## config.mk

```make
export PLATFORM = sky130hd
export DESIGN_NAME = fcs_stream_unit
export DESIGN_NICKNAME = d
export VERILOG_FILES = /design/src/rtl/fcs_pkg.sv /design/src/rtl/fcs_lane_chain.sv /design/src/rtl/fcs_keep_decode.sv /design/src/rtl/fcs_frame_ctrl.sv /design/src/rtl/fcs_stream_unit.sv
export SDC_FILE = /design/constraint.sdc
export NUM_CORES = 1
export LEC_CHECK = 0
export BUFFER_PORTS_ARGS = -buffer_cell sky130_fd_sc_hd__buf_2
export CORE_MARGIN = 1
export CORE_UTILIZATION = 40
export DETAILED_ROUTE_END_ITERATION = 10
export PLACE_DENSITY_LB_ADDON = 0.05
export SLEW_MARGIN = 20
export SYNTH_ARGS = -nofsm -noshare
export SYNTH_HDL_FRONTEND = slang
export SYNTH_SLANG_ARGS = --single-unit
```

## constraint.sdc

```tcl
create_clock -name clk -period 14.2 [get_ports clk]
set_input_delay 1.42 -clock clk [delete_from_list [all_inputs] [get_ports clk]]
set_output_delay 1.42 -clock clk [all_outputs]
set_load 0.005 [all_outputs]
```

## src/rtl/fcs_pkg.sv

```systemverilog
package fcs_pkg;

    localparam logic [31:0] FCS_PRESET = 32'hFFFF_FFFF;

    typedef enum logic [1:0] {
        ST_IDLE = 2'd0,
        ST_BODY = 2'd1,
        ST_DONE = 2'd2
    } ctl_state_t;

    // Mirror a 32-bit word end to end.
    function automatic logic [31:0] mirror32(input logic [31:0] v);
        logic [31:0] r;
        for (int i = 0; i < 32; i++) begin
            r[i] = v[31 - i];
        end
        return r;
    endfunction

    // Absorb one byte, least significant bit first, into a reflected register.
    function automatic logic [31:0] absorb_byte(input logic [31:0] crc,
                                                input logic [7:0]  octet,
                                                input logic [31:0] rpoly);
        logic [31:0] r;
        r = crc ^ {24'd0, octet};
        for (int i = 0; i < 8; i++) begin
            r = r[0] ? ((r >> 1) ^ rpoly) : (r >> 1);
        end
        return r;
    endfunction

endpackage

```

## src/rtl/fcs_lane_chain.sv

```systemverilog
// Unrolled chain: tap k holds the register after the first k lanes.
module fcs_lane_chain #(
    parameter int          BYTES = 4,
    parameter logic [31:0] POLY  = 32'h04C1_1DB7
) (
    input  logic [31:0]            seed,
    input  logic [8*BYTES-1:0]     lanes,
    output logic [BYTES:0][31:0]   taps
);
    import fcs_pkg::*;

    localparam logic [31:0] RPOLY = mirror32(POLY);

    assign taps[0] = seed;

    for (genvar k = 0; k < BYTES; k++) begin : g_stage
        assign taps[k+1] = absorb_byte(taps[k], lanes[8*k +: 8], RPOLY);
    end
endmodule

```

## src/rtl/fcs_keep_decode.sv

```systemverilog
// Counts consecutive set enables from lane 0.
module fcs_keep_decode #(
    parameter int BYTES = 4,
    localparam int CW   = $clog2(BYTES + 1)
) (
    input  logic [BYTES-1:0] keep,
    output logic [CW-1:0]    count
);
    always_comb begin
        logic run;
        run   = 1'b1;
        count = '0;
        for (int k = 0; k < BYTES; k++) begin
            if (run && keep[k]) begin
                count = CW'(k + 1);
            end else begin
                run = 1'b0;
            end
        end
    end
endmodule

```

## src/rtl/fcs_frame_ctrl.sv

```systemverilog
// Frame position controller.
module fcs_frame_ctrl (
    input  logic                  clk,
    input  logic                  rst_n,
    input  logic                  in_valid,
    input  logic                  in_sof,
    input  logic                  in_eof,
    output logic                  take,
    output logic                  preset,
    output logic                  seal,
    output logic                  result_valid,
    output fcs_pkg::ctl_state_t   state
);
    import fcs_pkg::*;

    ctl_state_t state_q, state_d;

    always_comb begin
        state_d = state_q;
        unique case (state_q)
            ST_IDLE, ST_DONE: begin
                if (in_valid && in_sof) begin
                    state_d = in_eof ? ST_DONE : ST_BODY;
                end else begin
                    state_d = ST_IDLE;
                end
            end
            ST_BODY: begin
                if (in_valid && in_eof) begin
                    state_d = ST_DONE;
                end
            end
            default: state_d = ST_IDLE;
        endcase
    end

    always_ff @(posedge clk) begin
        if (!rst_n) begin
            state_q <= ST_IDLE;
        end else begin
            state_q <= state_d;
        end
    end

    always_comb begin
        preset       = in_valid && in_sof;
        take         = in_valid && (in_sof || state_q == ST_BODY);
        seal         = take && in_eof;
        result_valid = (state_q == ST_DONE);
        state        = state_q;
    end
endmodule

```

## src/rtl/fcs_stream_unit.sv

```systemverilog
module fcs_stream_unit #(
    parameter int          BYTES   = 4,
    parameter logic [31:0] POLY    = 32'h04C1_1DB7,
    parameter logic [31:0] RESIDUE = 32'hC704_DD7B,
    localparam int         CW      = $clog2(BYTES + 1)
) (
    input  logic                 clk,
    input  logic                 rst_n,
    input  logic                 check_mode,
    input  logic                 in_valid,
    input  logic                 in_sof,
    input  logic                 in_eof,
    input  logic [BYTES-1:0]     in_keep,
    input  logic [8*BYTES-1:0]   in_data,
    output logic                 fcs_valid,
    output logic [31:0]          fcs_out,
    output logic                 fcs_match
);
    import fcs_pkg::*;

    logic                 take, preset, seal;
    ctl_state_t           ctl_state;
    logic [31:0]          crc_q;
    logic [31:0]          seed;
    logic [BYTES:0][31:0] taps;
    logic [CW-1:0]        keep_cnt;
    logic [CW-1:0]        used;
    logic [31:0]          crc_next;

    fcs_frame_ctrl u_ctrl (
        .clk          (clk),
        .rst_n        (rst_n),
        .in_valid     (in_valid),
        .in_sof       (in_sof),
        .in_eof       (in_eof),
        .take         (take),
        .preset       (preset),
        .seal         (seal),
        .result_valid (fcs_valid),
        .state        (ctl_state)
    );

    fcs_keep_decode #(.BYTES(BYTES)) u_keep (
        .keep  (in_keep),
        .count (keep_cnt)
    );

    // A start reloads the preset in the cycle the first word is absorbed.
    assign seed = preset ? FCS_PRESET : crc_q;

    fcs_lane_chain #(.BYTES(BYTES), .POLY(POLY)) u_chain (
        .seed  (seed),
        .lanes (in_data),
        .taps  (taps)
    );

    assign used     = in_eof ? keep_cnt : CW'(BYTES);
    assign crc_next = taps[used];

    always_ff @(posedge clk) begin
        if (!rst_n) begin
            crc_q     <= FCS_PRESET;
            fcs_out   <= '0;
            fcs_match <= 1'b0;
        end else begin
            if (take) begin
                crc_q <= crc_next;
            end
            if (seal) begin
                fcs_out   <= ~crc_next;
                fcs_match <= check_mode && (mirror32(crc_next) == RESIDUE);
            end else begin
                fcs_match <= 1'b0;
            end
        end
    end
endmodule

```

==> run summary <==
STATUS
--------------------------------------------------------------------------------
Run status                                                          complete, no violations

CLOCK TREE
--------------------------------------------------------------------------------
PostCTS Resize Cnt                                                             0
Clock latency at the later pin of the worst-skew pair                    0.33 ns
H-tree levels                                                                  3
Post-cts hold buffer count                                                     0
TritonCTS clock tree                                                        done
Clock sink count                                                              67
CTS Buffer Depth                                                               2
Clk pin slew, worst setup/hold paths                                     0.06 ns
Clock root cell                                                     sky130_fd_sc_hd__clkbuf_16
Post-CTS setup buffers                                                         0
Number of clock buffers inserted by TritonCTS                                  9

LAYOUT
--------------------------------------------------------------------------------
Most frequent cells in the layout                                   sky130_fd_sc_hd__xnor2_1 (200), sky130_fd_sc_hd__nand2_1 (85), sky130_fd_sc_hd__nor2_1 (78), sky130_fd_sc_hd__buf_2 (75), sky130_fd_sc_hd__dfxtp_1 (67)
Fill cell count                                                             2064
Share of layout cells above drive strength 1                              0.1624
Most common library cell in the layout ignoring fill and taps       sky130_fd_sc_hd__xnor2_1
Final nets                                                                   985
# diodes                                                                       0
P&R area growth vs syn                                                    9.713%

GLOBAL ROUTE
--------------------------------------------------------------------------------
GRT Residual Overflow                                                          0
Number of antenna violations at the first check in global routing              0
Global router's overall resource usage                                    0.3145
First-pass GRT wire length                                              49.08 mm
Via count of the first global-routing pass                                  6904
Pin count of the biggest net entering global routing                          68

WORST SETUP PATH
--------------------------------------------------------------------------------
Kind of critical path                                                     in2reg
Biggest fanout along the worst timing path                                    10
Data required time at the worst endpoint                                14.45 ns
Launch instance of the worst register-to-register path                  crc_q[2]
Register-to-Register Path Depth                                               13
WP data arrival                                                          7.48 ns
Setup slack, reg-to-reg                                                  7.83 ns
Nature of the critical path startpoint                              primary input
Slowest CP cell                                                     sky130_fd_sc_hd__xnor3_1
Crit path cell chain                                                buf_2 > nand2_1 > nand2_1 > xor2_2 > xnor3_1 > xnor3_1 > xnor3_1 > xnor3_2 > xnor2_4 > xnor3_1 > xnor2_1 > o22ai_1 > nand4b_1 > nor4_2
CP endpoint kind                                                            flop
Crit path largest cell delay                                             0.96 ns
Critical Path Source                                                    in_valid
Cell seen most often among critical-path stages                     sky130_fd_sc_hd__xnor3_1
Critical register-to-register path endpoint                            fcs_match

FLOORPLAN
--------------------------------------------------------------------------------
Horizontal die dimension                                                147.5 µm
Starting utilization of the core area                                     0.4129
Die area                                                               21740 µm²
Core Footprint                                                         20490 µm²
Die outline height                                                      147.5 µm
I/O pin total                                                                 76
Site row count                                                                52

ROUTE
--------------------------------------------------------------------------------
Violation count after the first detailed-routing iteration                   630
Detailed-route wire length                                              33.61 mm
Detail Route Antenna Nets                                                      0
Average routed wire per standard cell                                   27.60 µm
Via density per instance                                                   5.732
Number of design rule violations left after detail routing                     0
Vias post-DR                                                                6981
Router iterations before antenna repair                                        5

TIMING
--------------------------------------------------------------------------------
Worst Max-Slew Pin Slew                                                0.9888 ns
Worst slew margin relative to its limit                                   0.3383
Time the worst path needs with I/O delays and setup                     7.233 ns
Count of final hold-check violations                                           0
Fin crit share                                                            0.5094
Setup repair after global routing missed its margin                        false
Setup-failing EPs final                                                        0
Maximum clock frequency                                                138.2 MHz
Post-Route Skew                                                      0.006066 ns
Total count of max-transition violations in the final report                   0
Total negative setup slack                                                  0 ns

SYNTHESIS
--------------------------------------------------------------------------------
Top cells by area, synth                                            sky130_fd_sc_hd__xnor2_1 (21%), sky130_fd_sc_hd__dfxtp_1 (16%), sky130_fd_sc_hd__xnor3_1 (14%)
Number of enable-type register cells in the synthesized netlist                0
Fraction of synthesized cell area taken by the top area cell type         0.2070
Unique masters post-synth                                                     69
Post-Synthesis Cells                                                         908
Synth area leader                                                   sky130_fd_sc_hd__xnor2_1
Sequential share of the synthesized area                                  0.1585
Flop and latch count out of synthesis                                         67
Async SR Flop Fraction                                                         0
Synth Net Count                                                              950
Flip-flop cell with the highest count after synthesis               sky130_fd_sc_hd__dfxtp_1
YS warnings                                                                    0
Area of the mapped netlist                                              8463 µm²
Post-Synthesis Mean Instance Area                                      9.321 µm²

PLACED DESIGN
--------------------------------------------------------------------------------
Placer Congestion                                                         0.9695
Input/output buffers                                                          75
Sum of net half-perimeters after detailed placement                     27.03 mm

JOB
--------------------------------------------------------------------------------
Max Cap Violations                                                             0

WORST HOLD PATH
--------------------------------------------------------------------------------
Hold Path Depth                                                                2
WHS Endpoint                                                         fcs_out[18]
Min-Delay Path Class                                                     reg2reg
Launch point of the worst hold path                                  fcs_out[18]

[cells in the mapped netlist (14+ instances only)]
cell type	instances
sky130_fd_sc_hd__nand2_1	85
sky130_fd_sc_hd__a21oi_1	32
sky130_fd_sc_hd__o211ai_1	28
sky130_fd_sc_hd__clkbuf_1	42
sky130_fd_sc_hd__nor2_1	78
sky130_fd_sc_hd__nand3_1	16
sky130_fd_sc_hd__xor2_1	59
sky130_fd_sc_hd__nor3b_1	15
sky130_fd_sc_hd__xnor3_1	53
sky130_fd_sc_hd__dfxtp_1	67
sky130_fd_sc_hd__o21ai_0	46
sky130_fd_sc_hd__xnor2_2	14
sky130_fd_sc_hd__xnor2_1	200
[state kept, by name, summed over array words and instances (netlist names)]
| signal | flops |
|---|---|
| fcs_out | 32 |
| fcs_match | 1 |
| crc_q | 32 |
| u_ctrl.state | 2 |
[stage by stage]
stage	setup WS (ns)	cell area [µm²]	instances	hold WS, ns	utilization
2_1_floorplan	8.489	8463	908	0.4412	-
3_3_place_gp	6.669	8977	1201	0.4448	0.4380
3_5_place_dp	6.677	8977	1201	0.4502	0.4380
4_1_cts	6.975	9265	1217	0.4631	0.4521
5_1_grt	6.714	9285	1218	0.4897	0.4531
6_report	6.967	9285	1218	0.4590	0.4531
[how the worst max path moves through the flow]
stage	endpoint	slack [ns]
6_report	fcs_match	6.97
5_1_grt	fcs_match	6.71
4_1_cts	fcs_match	6.98
3_5_place_dp	fcs_match	6.68
3_3_place_gp	fcs_match	6.67
2_1_floorplan	fcs_match	8.49
[critical path, delay by kind of cell]
family          cells  cell delay (ns)
simple gates        4             1.10
xor+xnor            8             4.24
compound gates      1             0.52
buf+inv             1             0.17
[cell type report]
type,instances,area (µm²),area share
timing repair buffer,87,478.0,0.05148
tap,270,337.8,0.03638
multi-input combinational,776,6833,0.7359
sequential,67,1341,0.1445
clock inverter,7,62.56,0.006738
inverter,2,7.507,0.0008085
clock buffer,9,225.2,0.02426
[layer usage]
metal,wire (µm),track usage,up-vias,share of wire
li1,-,-,3172,-
met1,14870,0.4419,3435,0.44
met2,15750,0.5123,334,0.47
met3,2085,0.02562,40,0.062
met4,903,0.09845,0,0.027
met5,0,0,-,0
[kinds of logic (layout without fill, tap and decap cells)]
logic type | after synthesis | in the layout | share of synthesized area
AO/OA/AOI/OAI | 186 | 186 | 0.1471
flip-flops | 67 | 67 | 0.1585
multiplexers | 3 | 3 | 0.003548
XOR/XNOR | 359 | 359 | 0.5284
AND/OR/NAND/NOR | 228 | 228 | 0.1269
buffers and inverters | 65 | 105 | 0.03563
Power is not shown: default switching activity piles up to over one toggle a cycle in this logic, so the estimate is an artifact.
